<file path="src/rtl/flash_ilk_pkg.sv">
package flash_ilk_pkg;
  localparam int BLK_SEL_W = 8;
  localparam int CDIV_W    = 3;
  localparam int PEXP_W    = 2;
  localparam int PCNT_W    = 7;
  localparam int CTL_W     = 6 + BLK_SEL_W + CDIV_W + PEXP_W + PCNT_W;

  typedef struct packed {
    logic [PCNT_W-1:0]    pcnt;
    logic [PEXP_W-1:0]    pexp;
    logic [CDIV_W-1:0]    cdiv;
    logic [BLK_SEL_W-1:0] blk;
    logic                 prot;
    logic                 csel;
    logic                 ien;
    logic                 hv;
    logic                 seq;
    logic                 erase;
  } ctl_t;
endpackage

</file>
<file path="src/rtl/flash_ctl_reg.sv">
module flash_ctl_reg
  import flash_ilk_pkg::*;
(
  input  logic clk,
  input  logic rst_n,
  input  logic wr_en_i,
  input  ctl_t wdata_i,
  input  logic hv_status_i,
  input  logic seen_i,
  input  logic hv_kill_i,
  output ctl_t ctl_o,
  output logic seq_rise_o
);
  ctl_t ctl_q, ctl_d;
  logic ctl_en;

  assign ctl_en = wr_en_i | hv_kill_i;

  always_comb begin
    ctl_d = ctl_q;
    if (wr_en_i) begin
      if (!ctl_q.seq) begin
        ctl_d.erase = wdata_i.erase;
        ctl_d.csel  = wdata_i.csel;
        ctl_d.prot  = wdata_i.prot;
        ctl_d.blk   = wdata_i.blk;
        ctl_d.cdiv  = wdata_i.cdiv;
        ctl_d.pexp  = wdata_i.pexp;
        ctl_d.pcnt  = wdata_i.pcnt;
      end
      if (!(ctl_q.seq && !ctl_q.erase)) ctl_d.ien = wdata_i.ien;
      if (!ctl_q.hv && !hv_status_i) ctl_d.seq = wdata_i.seq;
      ctl_d.hv = wdata_i.hv && (ctl_q.hv || (ctl_q.seq && ctl_d.seq && seen_i));
    end
    if (hv_kill_i) ctl_d.hv = 1'b0;
  end

  always_ff @(posedge clk or negedge rst_n) begin
    if (!rst_n)      ctl_q <= '0;
    else if (ctl_en) ctl_q <= ctl_d;
  end

  assign ctl_o      = ctl_q;
  assign seq_rise_o = ~ctl_q.seq & ctl_d.seq;

  // erase select frozen while a sequence is active
  a_r3_erase_locked: assert property (@(posedge clk) disable iff (!rst_n)
    ctl_q.seq |=> ctl_q.erase == $past(ctl_q.erase));
  // sequence bit frozen under high voltage
  a_r5_seq_locked: assert property (@(posedge clk) disable iff (!rst_n)
    (ctl_q.hv || hv_status_i) |=> ctl_q.seq == $past(ctl_q.seq));
  // enable rises only inside a sequence with a seen write
  a_r6_hv_needs_seen: assert property (@(posedge clk) disable iff (!rst_n)
    $rose(ctl_q.hv) |-> ($past(ctl_q.seq) && $past(seen_i)));
  // system reset / stop drop the enable
  a_r10_kill_hv: assert property (@(posedge clk) disable iff (!rst_n)
    hv_kill_i |=> !ctl_q.hv);
endmodule

</file>
<file path="src/rtl/flash_arr_snoop.sv">
module flash_arr_snoop #(
  parameter int WORD_W = 4,
  parameter int PAGE_W = 8,
  parameter int BANK_W = 4,
  parameter int DATA_W = 32,
  localparam int ADDR_W = WORD_W + PAGE_W + BANK_W,
  localparam int SLOT_W = BANK_W + WORD_W
) (
  input  logic              clk,
  input  logic              rst_n,
  input  logic              seq_i,
  input  logic              erase_i,
  input  logic              hv_i,
  input  logic              seq_rise_i,
  input  logic              arr_wr_i,
  input  logic [ADDR_W-1:0] arr_addr_i,
  input  logic [DATA_W-1:0] arr_wdata_i,
  input  logic              arr_rd_i,
  output logic              arr_rd_ack_o,
  output logic              seen_o,
  output logic              buf_we_o,
  output logic [SLOT_W-1:0] buf_slot_o,
  output logic [DATA_W-1:0] buf_data_o,
  output logic [PAGE_W-1:0] page_off_o,
  output logic              page_valid_o
);
  localparam int PAGE_LSB = WORD_W;
  localparam int BANK_LSB = WORD_W + PAGE_W;

  logic              arr_ok, prog_ok;
  logic              seen_q, seen_d, pv_q, pv_d, st_en;
  logic [PAGE_W-1:0] poff_q, poff_d;

  assign arr_ok  = seq_i & ~hv_i & arr_wr_i;
  assign prog_ok = arr_ok & ~erase_i;

  always_comb begin
    seen_d = seen_q;
    pv_d   = pv_q;
    poff_d = poff_q;
    if (seq_rise_i)  seen_d = 1'b0;
    else if (arr_ok) seen_d = 1'b1;
    if (prog_ok && !pv_q) begin
      pv_d   = 1'b1;
      poff_d = arr_addr_i[PAGE_LSB +: PAGE_W];
    end else if (!seq_i) begin
      pv_d = 1'b0;
    end
  end

  assign st_en = seq_rise_i | arr_ok | ~seq_i;

  always_ff @(posedge clk or negedge rst_n) begin
    if (!rst_n) begin
      seen_q <= 1'b0;
      pv_q   <= 1'b0;
      poff_q <= '0;
    end else if (st_en) begin
      seen_q <= seen_d;
      pv_q   <= pv_d;
      poff_q <= poff_d;
    end
  end

  assign seen_o       = seen_q;
  assign page_valid_o = pv_q;
  assign page_off_o   = poff_q;
  assign buf_we_o     = prog_ok;
  assign buf_slot_o   = {arr_addr_i[BANK_LSB +: BANK_W], arr_addr_i[0 +: WORD_W]};
  assign buf_data_o   = arr_wdata_i;
  assign arr_rd_ack_o = arr_rd_i & ~hv_i;

  // offset held once latched in a sequence
  a_r8_offset_held: assert property (@(posedge clk) disable iff (!rst_n)
    (pv_q && seq_i) |=> (pv_q && poff_q == $past(poff_q)));
  // a write is only recorded inside a sequence
  a_r7_seen_in_seq: assert property (@(posedge clk) disable iff (!rst_n)
    $rose(seen_q) |-> $past(seq_i));
endmodule

</file>
<file path="src/rtl/flash_pe_interlock.sv">
module flash_pe_interlock
  import flash_ilk_pkg::*;
#(
  parameter int WORD_W     = 4,
  parameter int PAGE_W     = 8,
  parameter int BANK_W     = 4,
  parameter int DATA_W     = 32,
  parameter int RST_STAGES = 2,
  localparam int ADDR_W = WORD_W + PAGE_W + BANK_W,
  localparam int SLOT_W = BANK_W + WORD_W
) (
  input  logic              clk,
  input  logic              rst_n,
  input  logic              sys_rst_i,
  input  logic              stop_i,
  input  logic              ctl_wr_i,
  input  logic [CTL_W-1:0]  ctl_wdata_i,
  output logic [CTL_W-1:0]  ctl_rdata_o,
  input  logic              hv_status_i,
  input  logic              pe_mon_i,
  input  logic              arr_wr_i,
  input  logic [ADDR_W-1:0] arr_addr_i,
  input  logic [DATA_W-1:0] arr_wdata_i,
  input  logic              arr_rd_i,
  output logic              arr_rd_ack_o,
  output logic              buf_we_o,
  output logic [SLOT_W-1:0] buf_slot_o,
  output logic [DATA_W-1:0] buf_data_o,
  output logic [PAGE_W-1:0] page_off_o,
  output logic              page_valid_o,
  output logic              hv_req_o
);
  logic [RST_STAGES-1:0] rst_sync_q;
  logic                  rst_int_n;
  ctl_t                  ctl, wdata;
  logic                  seen, seq_rise;

  generate
    if (RST_STAGES == 1) begin : g_rs1
      always_ff @(posedge clk or negedge rst_n) begin
        if (!rst_n) rst_sync_q <= '0;
        else        rst_sync_q <= 1'b1;
      end
    end else begin : g_rsn
      always_ff @(posedge clk or negedge rst_n) begin
        if (!rst_n) rst_sync_q <= '0;
        else        rst_sync_q <= {rst_sync_q[RST_STAGES-2:0], 1'b1};
      end
    end
  endgenerate
  assign rst_int_n = rst_sync_q[RST_STAGES-1];

  assign wdata = ctl_t'(ctl_wdata_i);

  flash_ctl_reg i_reg (
    .clk        (clk),
    .rst_n      (rst_int_n),
    .wr_en_i    (ctl_wr_i),
    .wdata_i    (wdata),
    .hv_status_i(hv_status_i),
    .seen_i     (seen),
    .hv_kill_i  (sys_rst_i | stop_i),
    .ctl_o      (ctl),
    .seq_rise_o (seq_rise)
  );

  flash_arr_snoop #(
    .WORD_W(WORD_W), .PAGE_W(PAGE_W), .BANK_W(BANK_W), .DATA_W(DATA_W)
  ) i_snoop (
    .clk         (clk),
    .rst_n       (rst_int_n),
    .seq_i       (ctl.seq),
    .erase_i     (ctl.erase),
    .hv_i        (ctl.hv),
    .seq_rise_i  (seq_rise),
    .arr_wr_i    (arr_wr_i),
    .arr_addr_i  (arr_addr_i),
    .arr_wdata_i (arr_wdata_i),
    .arr_rd_i    (arr_rd_i),
    .arr_rd_ack_o(arr_rd_ack_o),
    .seen_o      (seen),
    .buf_we_o    (buf_we_o),
    .buf_slot_o  (buf_slot_o),
    .buf_data_o  (buf_data_o),
    .page_off_o  (page_off_o),
    .page_valid_o(page_valid_o)
  );

  assign ctl_rdata_o = ctl;
  assign hv_req_o    = ctl.hv & pe_mon_i;

  // no buffer write and no read acknowledge while a pulse is requested
  a_r9_hv_blocks: assert property (@(posedge clk) disable iff (!rst_int_n)
    hv_req_o |-> (!buf_we_o && !arr_rd_ack_o));
endmodule

</file>
<file path="config.mk">
export PLATFORM = sky130hd
export DESIGN_NAME = flash_pe_interlock
export DESIGN_NICKNAME = d
export VERILOG_FILES = /design/src/rtl/flash_ilk_pkg.sv /design/src/rtl/flash_ctl_reg.sv /design/src/rtl/flash_arr_snoop.sv /design/src/rtl/flash_pe_interlock.sv
export SDC_FILE = /design/constraint.sdc
export NUM_CORES = 1
export LEC_CHECK = 0
export BUFFER_PORTS_ARGS = -buffer_cell sky130_fd_sc_hd__buf_2
export CAP_MARGIN = 20
export CORE_MARGIN = 10
export CORE_UTILIZATION = 38
export CTS_CLUSTER_SIZE = 20
export DETAILED_ROUTE_END_ITERATION = 12
export PLACE_DENSITY = 0.81
export SLEW_MARGIN = 10
export SYNTH_ARGS = -nofsm -noshare
export SYNTH_HDL_FRONTEND = slang
export SYNTH_SLANG_ARGS = --single-unit
</file>
<file path="constraint.sdc">
create_clock -name clk -period 1.7 [get_ports clk]
set_clock_uncertainty 0.15 [all_clocks]
set_input_delay 0.085 -clock clk [delete_from_list [all_inputs] [get_ports clk]]
set_output_delay 0.085 -clock clk [all_outputs]
set_load 0.05 [all_outputs]
</file>
==> results of run 1 <==
sequential cells by signal, indices dropped and copies added, names as in the netlist:
| register | flops |
|---|---|
| i_snoop.page_valid_o | 1 |
| i_reg.ctl_o | 26 |
| i_snoop.page_off_o | 8 |
| rst_sync_q | 2 |
| i_snoop.seen_o | 1 |
per-stage QoR:
step / area [um^2] / setup slack, ns
floorplan: 1830 / -0.0237
global placement: 1990 / 0.0844
detailed placement: 1990 / 0.0495
CTS: 2480 / 0.0261
global route: 2500 / 0.108
finish: 2500 / 0.132
final timing paths:
path,to
max,i_snoop.page_off_o[5]
min,buf_data_o[26]
max reg2reg,i_snoop.page_off_o[5]
min reg2reg,i_reg.ctl_o[12]
max in group asynchronous,rst_sync_q[1]
min in group asynchronous,i_reg.ctl_o[12]
synthesized netlist by cell type:
library cell	instances	area, um^2
sky130_fd_sc_hd__buf_12	1	20.0
sky130_fd_sc_hd__a31oi_1	2	12.5
sky130_fd_sc_hd__nor3b_1	1	7.51
sky130_fd_sc_hd__dfrtp_1	38	951
sky130_fd_sc_hd__buf_4	45	338
sky130_fd_sc_hd__a21o_1	1	7.51
sky130_fd_sc_hd__o2111ai_1	1	8.76
sky130_fd_sc_hd__mux2_2	25	282
sky130_fd_sc_hd__nor2b_4	1	13.8
sky130_fd_sc_hd__and2_1	1	6.26
sky130_fd_sc_hd__a2111oi_0	1	8.76
sky130_fd_sc_hd__nor2b_1	3	18.8
sky130_fd_sc_hd__o21ai_0	1	5.00
sky130_fd_sc_hd__inv_1	2	7.51
sky130_fd_sc_hd__and4bb_1	1	12.5
sky130_fd_sc_hd__conb_1	1	3.75
sky130_fd_sc_hd__mux2_4	8	120
sky130_fd_sc_hd__clkbuf_1	1	3.75
power breakdown:
| group | switching (uW) | internal (uW) |
|---|---|---|
| sequential | 131 | 1160 |
| combinational | 1200 | 572 |
| clock | 291 | 327 |
| total | 1620 | 2060 |
repair_timing:
item | CTS | global route
endpoints found under the hold margin | 37 | 0
buffers inserted | 0 | 1
hold buffers | 40 | 0
setup endpoints to repair | 0 | 1
cell families (layout without fill, tap and decap cells):
group / Yosys count / count (layout) / share of synthesized area (%)
flops: 38 / 38 / 52.1
mux: 33 / 33 / 22.0
compound gates: 6 / 6 / 2.33
other cells: 1 / 1 / 0.205
simple gates: 7 / 7 / 3.22
buf+inv: 49 / 138 / 20.2
routing by layer:
layer  routed length [um]  share of wire (%)  vias to the layer above
met3                  608                 14                       14
met5                    0                  0                        -
met4                   77                1.8                        0
li1                     -                  -                      577
met2                 2170                 50                       63
met1                 1520                 35                      602
layout make-up:
class                   instances  area, um^2  share of cell area [%]
inverters                       2        7.51                   0.300
flip-flops and latches         38         951                    38.0
repair buffers                128         873                    34.9
clock buffers                   7        86.3                    3.45
multi-input cells              47         513                    20.5
well taps                      54        67.6                    2.70
clock inverters                 1        5.00                   0.200
cells in the final DEF, fill, tap and decap left out, types with 2 or more instances in the layout:
master / n
sky130_fd_sc_hd__inv_1: 2
sky130_fd_sc_hd__buf_2: 80
sky130_fd_sc_hd__dlygate4sd3_1: 40
sky130_fd_sc_hd__dfrtp_1: 38
sky130_fd_sc_hd__nor2b_1: 2
sky130_fd_sc_hd__clkbuf_8: 6
sky130_fd_sc_hd__mux2_4: 8
sky130_fd_sc_hd__buf_4: 7
sky130_fd_sc_hd__mux2_2: 25
sky130_fd_sc_hd__a31oi_1: 2
==> reports/results.ini, run 1 <==
[route]
totalWireLength_um = 4380
ant_nets = 0
drc = 0
drt-vias-per-instance = 4.53
post_drt_wl_per_cell_um = 15.8
drt_pre_antenna_iters = 3
via_count = 1256
drtIter0Drc = 46

[timing]
setup_violations_final = 0
period_share_pct = 92.2
worst_pin_slew_ns = 0.469
timing.max_slew.rel_slack_pct = 67.9
setup_total_negative_slack_ns = 0
final.hold.worst_slack_ns = 0.0200
fin_crit_ns = 1.57
hold_viol_final = 0
final_max_slew_viol_count = 0
grt_setup_unrepaired = false
fmaxAchievable_mhz = 638

[global_routing]
grt_remaining_overflow = 0
use_met3_pct = 7.38
groute.layer.met2.usage_pct = 19.3
grt_util_all_layers_pct = 11.6
antenna_found_initial = 0
grt-busiest-layer = met2
grt_pass1_wl_um = 7200
grt_pass1_vias = 1521
grtUsageMet1_pct = 11.1
grt_start_max_net_pins = 21

[place]
port-buffer-count = 80
post_dp_hpwl_um = 3230
numPlacedInstances = 228
place.gp.congestion = 0.727

[logic_synthesis]
synth_cells = 134
yosysWarnings = 0
syn_nets = 217
ys_seq_elements = 38
sequential_area_share_after_synthesis_pct = 52.1
synth_cell_type_count = 18
syn_area_per_cell_um2 = 13.6
mappedNetlistArea_um2 = 1830

[critical_path]
register_to_register_setup_slack_ns = 0.13
crit_buf_inv = 1
kind_of_cell_adding_the_most_delay_to_the_critical_path = simple AND/OR/NAND/NOR gates
r2r_cells = 4
crit_required_ns = 1.71
cp.arrival_ns = 1.58
cp_max_fanout = 9
critical_path_class = register to register
crit-reg2reg-launch = i_reg.ctl_o[0]
critical-path-slowest-cell = sky130_fd_sc_hd__dfrtp_1
cell_breakdown_of_the_critical_path = and4bb_4, nor2b_4, buf_12, mux2_4
delay_of_the_slowest_critical_path_stage_ns = 0.37
startpoint_type = register
timing.critical_path.from = i_reg.ctl_o[0]
depth_of_the_critical_timing_path_with_buffers_and_inverters_included = 4
crit_path_end_kind = register

[power]
worst_ir_drop_vdd_mv = 0.836
total_power_per_unit_cell_area_nw_per_um2 = 1470
power_uw = 3680
leakagePower_uw = 0.00122

[final_layout]
finish.utilization_pct = 53.4
antenna_cells_inserted = 0
nFillCells = 390
final_nets = 305
flow.area_growth_from_synthesis_pct = 37.1
final_layout_size_suffix_gt1_share_pct = 58.7
stdcell_count = 277

[die]
ios = 161
dieWidth_um = 89.3
die_height_um = 89.3
initial_utilization_pct = 38.9
floorplan.die_area_um2 = 7980
core-area_um2 = 4690
placement_rows = 25

[min_path]
hold_path_depth = 0
min-delay-path-class = input pin to output pin
hp-start = arr_wdata_i[26]

[outcome]
run_status = finished, final reports clean

[clock_tree]
tritoncts = built
clock_latency_ns = 0.28
tritoncts_num_sinks = 38
cts_resized = 0
ctsLongestPathBuffers = 2
clk_pin_slew_ns = 0.07
tritoncts.num_buffers = 5
cts-root-buf = sky130_fd_sc_hd__clkbuf_8
cts_htree_levels = 2

[run]
drv.max_cap_violation_count = 0

(Power assumes the default switching activity.)
==> run 2, diff against run 1 <==
--- a/config.mk
+++ b/config.mk
@@ -11,7 +11,7 @@
 export CORE_UTILIZATION = 38
 export CTS_CLUSTER_SIZE = 20
 export DETAILED_ROUTE_END_ITERATION = 12
-export PLACE_DENSITY = 0.81
+export PLACE_DENSITY = 0.86
 export SLEW_MARGIN = 10
 export SYNTH_ARGS = -nofsm -noshare
 export SYNTH_HDL_FRONTEND = slang
==> reports/results.ini, run 2 (synthesis results as in run 1) <==
[outcome]
run_status = finished, final reports clean  ; unchanged

[clock_tree]
tritoncts = built  ; unchanged
clock_latency_ns = 0.28  ; about the same
clk_pin_slew_ns = 0.07  ; about the same
cts-root-buf = sky130_fd_sc_hd__clkbuf_8  ; unchanged
ctsLongestPathBuffers = 2  ; unchanged
tritoncts.num_buffers = 5  ; unchanged
cts_htree_levels = 2  ; unchanged
tritoncts_num_sinks = 38  ; unchanged

[timing]
final.hold.worst_slack_ns = 0.0178  ; was 0.0200 ns
setup_violations_final = 0  ; unchanged
fmaxAchievable_mhz = 612  ; was 638 MHz
fin_crit_ns = 1.63  ; was 1.57 ns
grt_setup_unrepaired = false  ; unchanged
period_share_pct = 96.1  ; was 92.2%
final_max_slew_viol_count = 0  ; unchanged
hold_viol_final = 0  ; unchanged

[final_layout]
layout.cells.most_common_list = 80 x sky130_fd_sc_hd__buf_2, 40 x sky130_fd_sc_hd__dlygate4sd3_1, 38 x sky130_fd_sc_hd__dfrtp_1  ; unchanged
antenna_cells_inserted = 0  ; unchanged
flow.area_growth_from_synthesis_pct = 36.6  ; was 37.1%
largest_register_ffs = 26  ; unchanged
final_nets = 304  ; was 305
stdcell_count = 276  ; was 277
final_layout_size_suffix_gt1_share_pct = 58.6  ; was 58.7%
final_common_cell = sky130_fd_sc_hd__buf_2  ; unchanged

[min_path]
min-delay-path-class = input pin to register  ; was input pin to output pin

[die]
die_height_um = 89.3  ; unchanged
initial_utilization_pct = 38.9  ; unchanged
dieWidth_um = 89.3  ; unchanged
ios = 161  ; unchanged
placement_rows = 25  ; unchanged
core-area_um2 = 4690  ; unchanged
floorplan.die_area_um2 = 7980  ; unchanged

[route]
drtIter0Drc = 34  ; was 46
drt-vias-per-instance = 4.50  ; was 4.53
drc = 0  ; unchanged
ant_nets = 0  ; unchanged
totalWireLength_um = 4650  ; was 4380 um
via_count = 1242  ; was 1,256
post_drt_wl_per_cell_um = 16.8  ; was 15.8 um
drt_pre_antenna_iters = 3  ; unchanged

[critical_path]
cp.arrival_ns = 1.64  ; was 1.58 ns
cp_max_fanout = 9  ; unchanged
crit_required_ns = 1.71  ; about the same
crit_path_end_kind = register  ; unchanged
startpoint_type = register  ; unchanged
critical_path_class = register to register  ; unchanged

[global_routing]
grt_start_max_net_pins = 24  ; was 21
grt_remaining_overflow = 0  ; unchanged
antenna_found_initial = 0  ; unchanged
grt_util_all_layers_pct = 11.7  ; was 11.6%
grt_pass1_vias = 1443  ; was 1,521
grt_pass1_wl_um = 7130  ; was 7200 um

[place]
port-buffer-count = 80  ; unchanged
place.gp.congestion = 0.771  ; was 0.727
numPlacedInstances = 227  ; was 228
post_dp_hpwl_um = 3420  ; was 3230 um

[power]
total_power_per_unit_cell_area_nw_per_um2 = 1470  ; about the same
worst_ir_drop_vdd_mv = 0.903  ; was 0.836 mV
leakagePower_uw = 0.00122  ; about the same

[run]
drv.max_cap_violation_count = 0  ; unchanged

## run 2: routing by layer
layer | share of wire, % | up-vias | global-route usage, %
met5 | 0 | - | 0
met4 | 1.1 | 0 | 4.62
met3 | 13 | 10 | 6.38
met2 | 54 | 58 | 20.9
met1 | 32 | 596 | 10.8
li1 | - | 578 | -
## run 2: metrics by stage
step | worst slack, ns | util, % | cell area (um^2) | setup TNS [ns] | power [uW]
after floorplan | -0.0237 | - | 1830 | -0.189 | 2850
after global placement | 0.0716 | 42.3 | 1980 | 0 | 2960
after detailed placement | 0.0131 | 42.3 | 1980 | 0 | 3000
after CTS | 0.0765 | 53.2 | 2500 | 0 | 3720
after global routing | 0.0307 | 53.2 | 2500 | 0 | 3850
final | 0.0665 | 53.2 | 2500 | 0 | 3670
## run 2: worst paths after layout
path | start | to | slack [ns] | cells after the start
min | ctl_wr_i | i_reg.ctl_o[2] | 0.02 | 3
max | i_reg.ctl_o[0] | i_snoop.page_off_o[3] | 0.07 | 4
min in group asynchronous | rst_sync_q[1] | i_snoop.page_off_o[5] | 0.04 | 1
max in group asynchronous | rst_n | rst_sync_q[0] | 0.77 | 3
min reg2reg | rst_sync_q[1] | i_snoop.page_off_o[5] | 0.04 | 1
max reg2reg | i_reg.ctl_o[0] | i_snoop.page_off_o[3] | 0.07 | 4
## run 2: what timing repair did
action                                  in CTS  in global routing
resized for setup                            0                  0
setup buffers                                1                  0
hold endpoints to repair                    37                  0
hold buffers                                40                  0
endpoints found under the setup margin       3                  0
## run 2: worst max-delay path, stage by stage, from the launching register on
cell and delay (ns):
sky130_fd_sc_hd__dfrtp_1 0.41, sky130_fd_sc_hd__and4bb_4 0.34, sky130_fd_sc_hd__nor2b_4 0.16, sky130_fd_sc_hd__buf_12 0.15
sky130_fd_sc_hd__mux2_4 0.30
## run 2: where the power goes
part           total (uW)  switching (uW)  internal, uW
clock network         619             292           327
registers            1300             141          1160
logic                1750            1190           564
total                3670            1620          2050
## run 2: area by class of cell
class                      count  area, um^2
timing repair buffer         127         866
clock buffer                   7        86.3
clock inverter                 1        5.00
fill                         404        2200
inverter                       2        7.51
multi-input combinational     47         513
sequential                    38         951
tap                           54        67.6
==> run 3, diff against run 2 <==
--- a/config.mk
+++ b/config.mk
@@ -12,6 +12,7 @@
 export CTS_CLUSTER_SIZE = 20
 export DETAILED_ROUTE_END_ITERATION = 12
 export PLACE_DENSITY = 0.86
+export REMOVE_ABC_BUFFERS = 1
 export SLEW_MARGIN = 10
 export SYNTH_ARGS = -nofsm -noshare
 export SYNTH_HDL_FRONTEND = slang
==> reports/results.ini, run 3 (synthesis results as in run 1) <==
[outcome]
run_status = finished, final reports clean  ; unchanged

[critical_path]
crit_path_end_kind = register  ; unchanged
cp.arrival_ns = 1.65  ; was 1.64 ns
critical_path_class = register to register  ; unchanged
cell_breakdown_of_the_critical_path = and4bb_1, nor2b_4, buf_12, mux2_4  ; was and4bb_4, nor2b_4, buf_12, mux2_4
startpoint_type = register  ; unchanged
crit_required_ns = 1.72  ; was 1.71 ns
delay_of_the_slowest_critical_path_stage_ns = 0.41  ; about the same
cp_max_fanout = 8  ; was 9
critical-path-slowest-cell = sky130_fd_sc_hd__dfrtp_1  ; unchanged

[global_routing]
grt-busiest-layer = met2  ; unchanged
grt_start_max_net_pins = 24  ; unchanged
groute.layer.met2.usage_pct = 19.6  ; was 20.9%
use_met3_pct = 15.3  ; was 6.38%
grt_remaining_overflow = 0  ; unchanged
antenna_found_initial = 0  ; unchanged
grt_util_all_layers_pct = 15.4  ; was 11.7%
grt_pass1_wl_um = 8850  ; was 7130 um
grtUsageMet1_pct = 17.5  ; was 10.8%
grt_pass1_vias = 1521  ; was 1,443

[final_layout]
nFillCells = 396  ; was 404
layout.cells.most_common_list = 80 x sky130_fd_sc_hd__buf_2, 40 x sky130_fd_sc_hd__dlygate4sd3_1, 38 x sky130_fd_sc_hd__dfrtp_1  ; unchanged
final_nets = 303  ; was 304
postLayoutCellArea_um2 = 2500  ; about the same
final_common_cell = sky130_fd_sc_hd__buf_2  ; unchanged
largest_register_ffs = 26  ; unchanged
flow.area_growth_from_synthesis_pct = 36.7  ; was 36.6%
final_layout_size_suffix_gt1_share_pct = 57.9  ; was 58.6%
antenna_cells_inserted = 0  ; unchanged

[clock_tree]
cts_resized = 0  ; unchanged
tritoncts.num_buffers = 5  ; unchanged
cts_htree_levels = 2  ; unchanged
tritoncts = built  ; unchanged
cts-root-buf = sky130_fd_sc_hd__clkbuf_8  ; unchanged
ctsLongestPathBuffers = 2  ; unchanged
tritoncts_num_sinks = 38  ; unchanged
clk_pin_slew_ns = 0.07  ; about the same
clock_latency_ns = 0.28  ; about the same

[power]
worst_ir_drop_vdd_mv = 0.692  ; was 0.903 mV
leakagePower_uw = 0.00122  ; about the same
total_power_per_unit_cell_area_nw_per_um2 = 1470  ; about the same
power_uw = 3680  ; was 3670 uW

[timing]
final_max_slew_viol_count = 0  ; unchanged
fmaxAchievable_mhz = 612  ; about the same
timing.max_slew.rel_slack_pct = 67.3
worst_pin_slew_ns = 0.479
fin_crit_ns = 1.64  ; was 1.63 ns
hold_viol_final = 0  ; unchanged
setup_violations_final = 0  ; unchanged
period_share_pct = 96.2  ; was 96.1%
setup_total_negative_slack_ns = 0  ; unchanged
grt_setup_unrepaired = false  ; unchanged

[place]
dpl_cell_area_um2 = 1990  ; was 1980 um^2
post_dp_hpwl_um = 4590  ; was 3420 um
port-buffer-count = 80  ; unchanged
place.gp.congestion = 0.743  ; was 0.771

[die]
ios = 161  ; unchanged
initial_utilization_pct = 38.9  ; unchanged
dieWidth_um = 89.3  ; unchanged
floorplan.die_area_um2 = 7980  ; unchanged
placement_rows = 25  ; unchanged
die_height_um = 89.3  ; unchanged
core-area_um2 = 4690  ; unchanged

[route]
drc = 0  ; unchanged
post_drt_wl_per_cell_um = 22.3  ; was 16.8 um
drt_pre_antenna_iters = 4  ; was 3
drtIter0Drc = 22  ; was 34
totalWireLength_um = 6130  ; was 4650 um
drt-vias-per-instance = 4.82  ; was 4.50
via_count = 1326  ; was 1,242
ant_nets = 0  ; unchanged

[min_path]
min-delay-path-class = input pin to register  ; unchanged

[run]
drv.max_cap_violation_count = 0  ; unchanged

==> run 3: changes by cell type in the layout (fill, tap and decap cells not counted), sizes merged <==
| cell | previous run | this run |
|---|---|---|
| buf | 87 | 86 |
==> run 3: path summary, 6_finish.rpt <==
path	startpoint	cells after the start	slack (ns)	to
min in group asynchronous	rst_sync_q[1]	1	0.05	i_snoop.page_off_o[1]
hold reg to reg	rst_sync_q[1]	1	0.05	i_snoop.page_off_o[1]
hold / removal	ctl_wr_i	3	0.01	i_reg.ctl_o[2]
setup reg to reg	i_reg.ctl_o[0]	4	0.06	i_snoop.page_off_o[4]
max in group asynchronous	rst_n	3	0.75	rst_sync_q[1]
setup / recovery	i_reg.ctl_o[0]	4	0.06	i_snoop.page_off_o[4]
==> run 3: critical path: cells and delay by family (launching register included) <==
kind,cells,cell delay [ns]
and+or+nand+nor,2,0.52
DFF,1,0.41
muxes,1,0.29
buffers and inverters,1,0.15
==> run 3: repair_timing <==
item                                    CTS  global route
endpoints found under the hold margin    37             0
endpoints found under the setup margin    0             8
setup buffers                             0             1
hold buffers                             40             0
==> run 3: metrics by stage <==
step,util (%),worst slack [ns],hold WS [ns],std cells
floorplan,-,-0.722,-0.361,87
global placement,42.3,0.108,-0.279,226
detailed placement,42.3,0.0324,-0.276,226
CTS,52.8,0.0253,0.00807,274
global route,53.2,0.0354,0.0203,275
finish,53.2,0.0647,0.0145,275
==> run 3: per-layer routing <==
metal | share of wire [%] | wire length (um)
met1 | 39 | 2370
met2 | 40 | 2470
met3 | 20 | 1220
met4 | 0.41 | 25
met5 | 0.55 | 34
==> run 3: cell type report <==
class	count	area (um^2)	share of cell area (%)
sequential	38	951	38.1
clock inverter	1	5.00	0.200
tap	54	67.6	2.71
clock buffer	7	86.3	3.46
inverter	2	7.51	0.301
multi-input combinational	47	509	20.4
timing repair buffer	126	871	34.9
==> run 3: report_power, final <==
part	switching, uW	total (uW)	leakage [uW]	internal [uW]
registers	141	1300	0.000447	1160
logic	1190	1760	0.000723	565
clock network	298	625	0.0000482	327
total	1630	3680	0.00122	2050
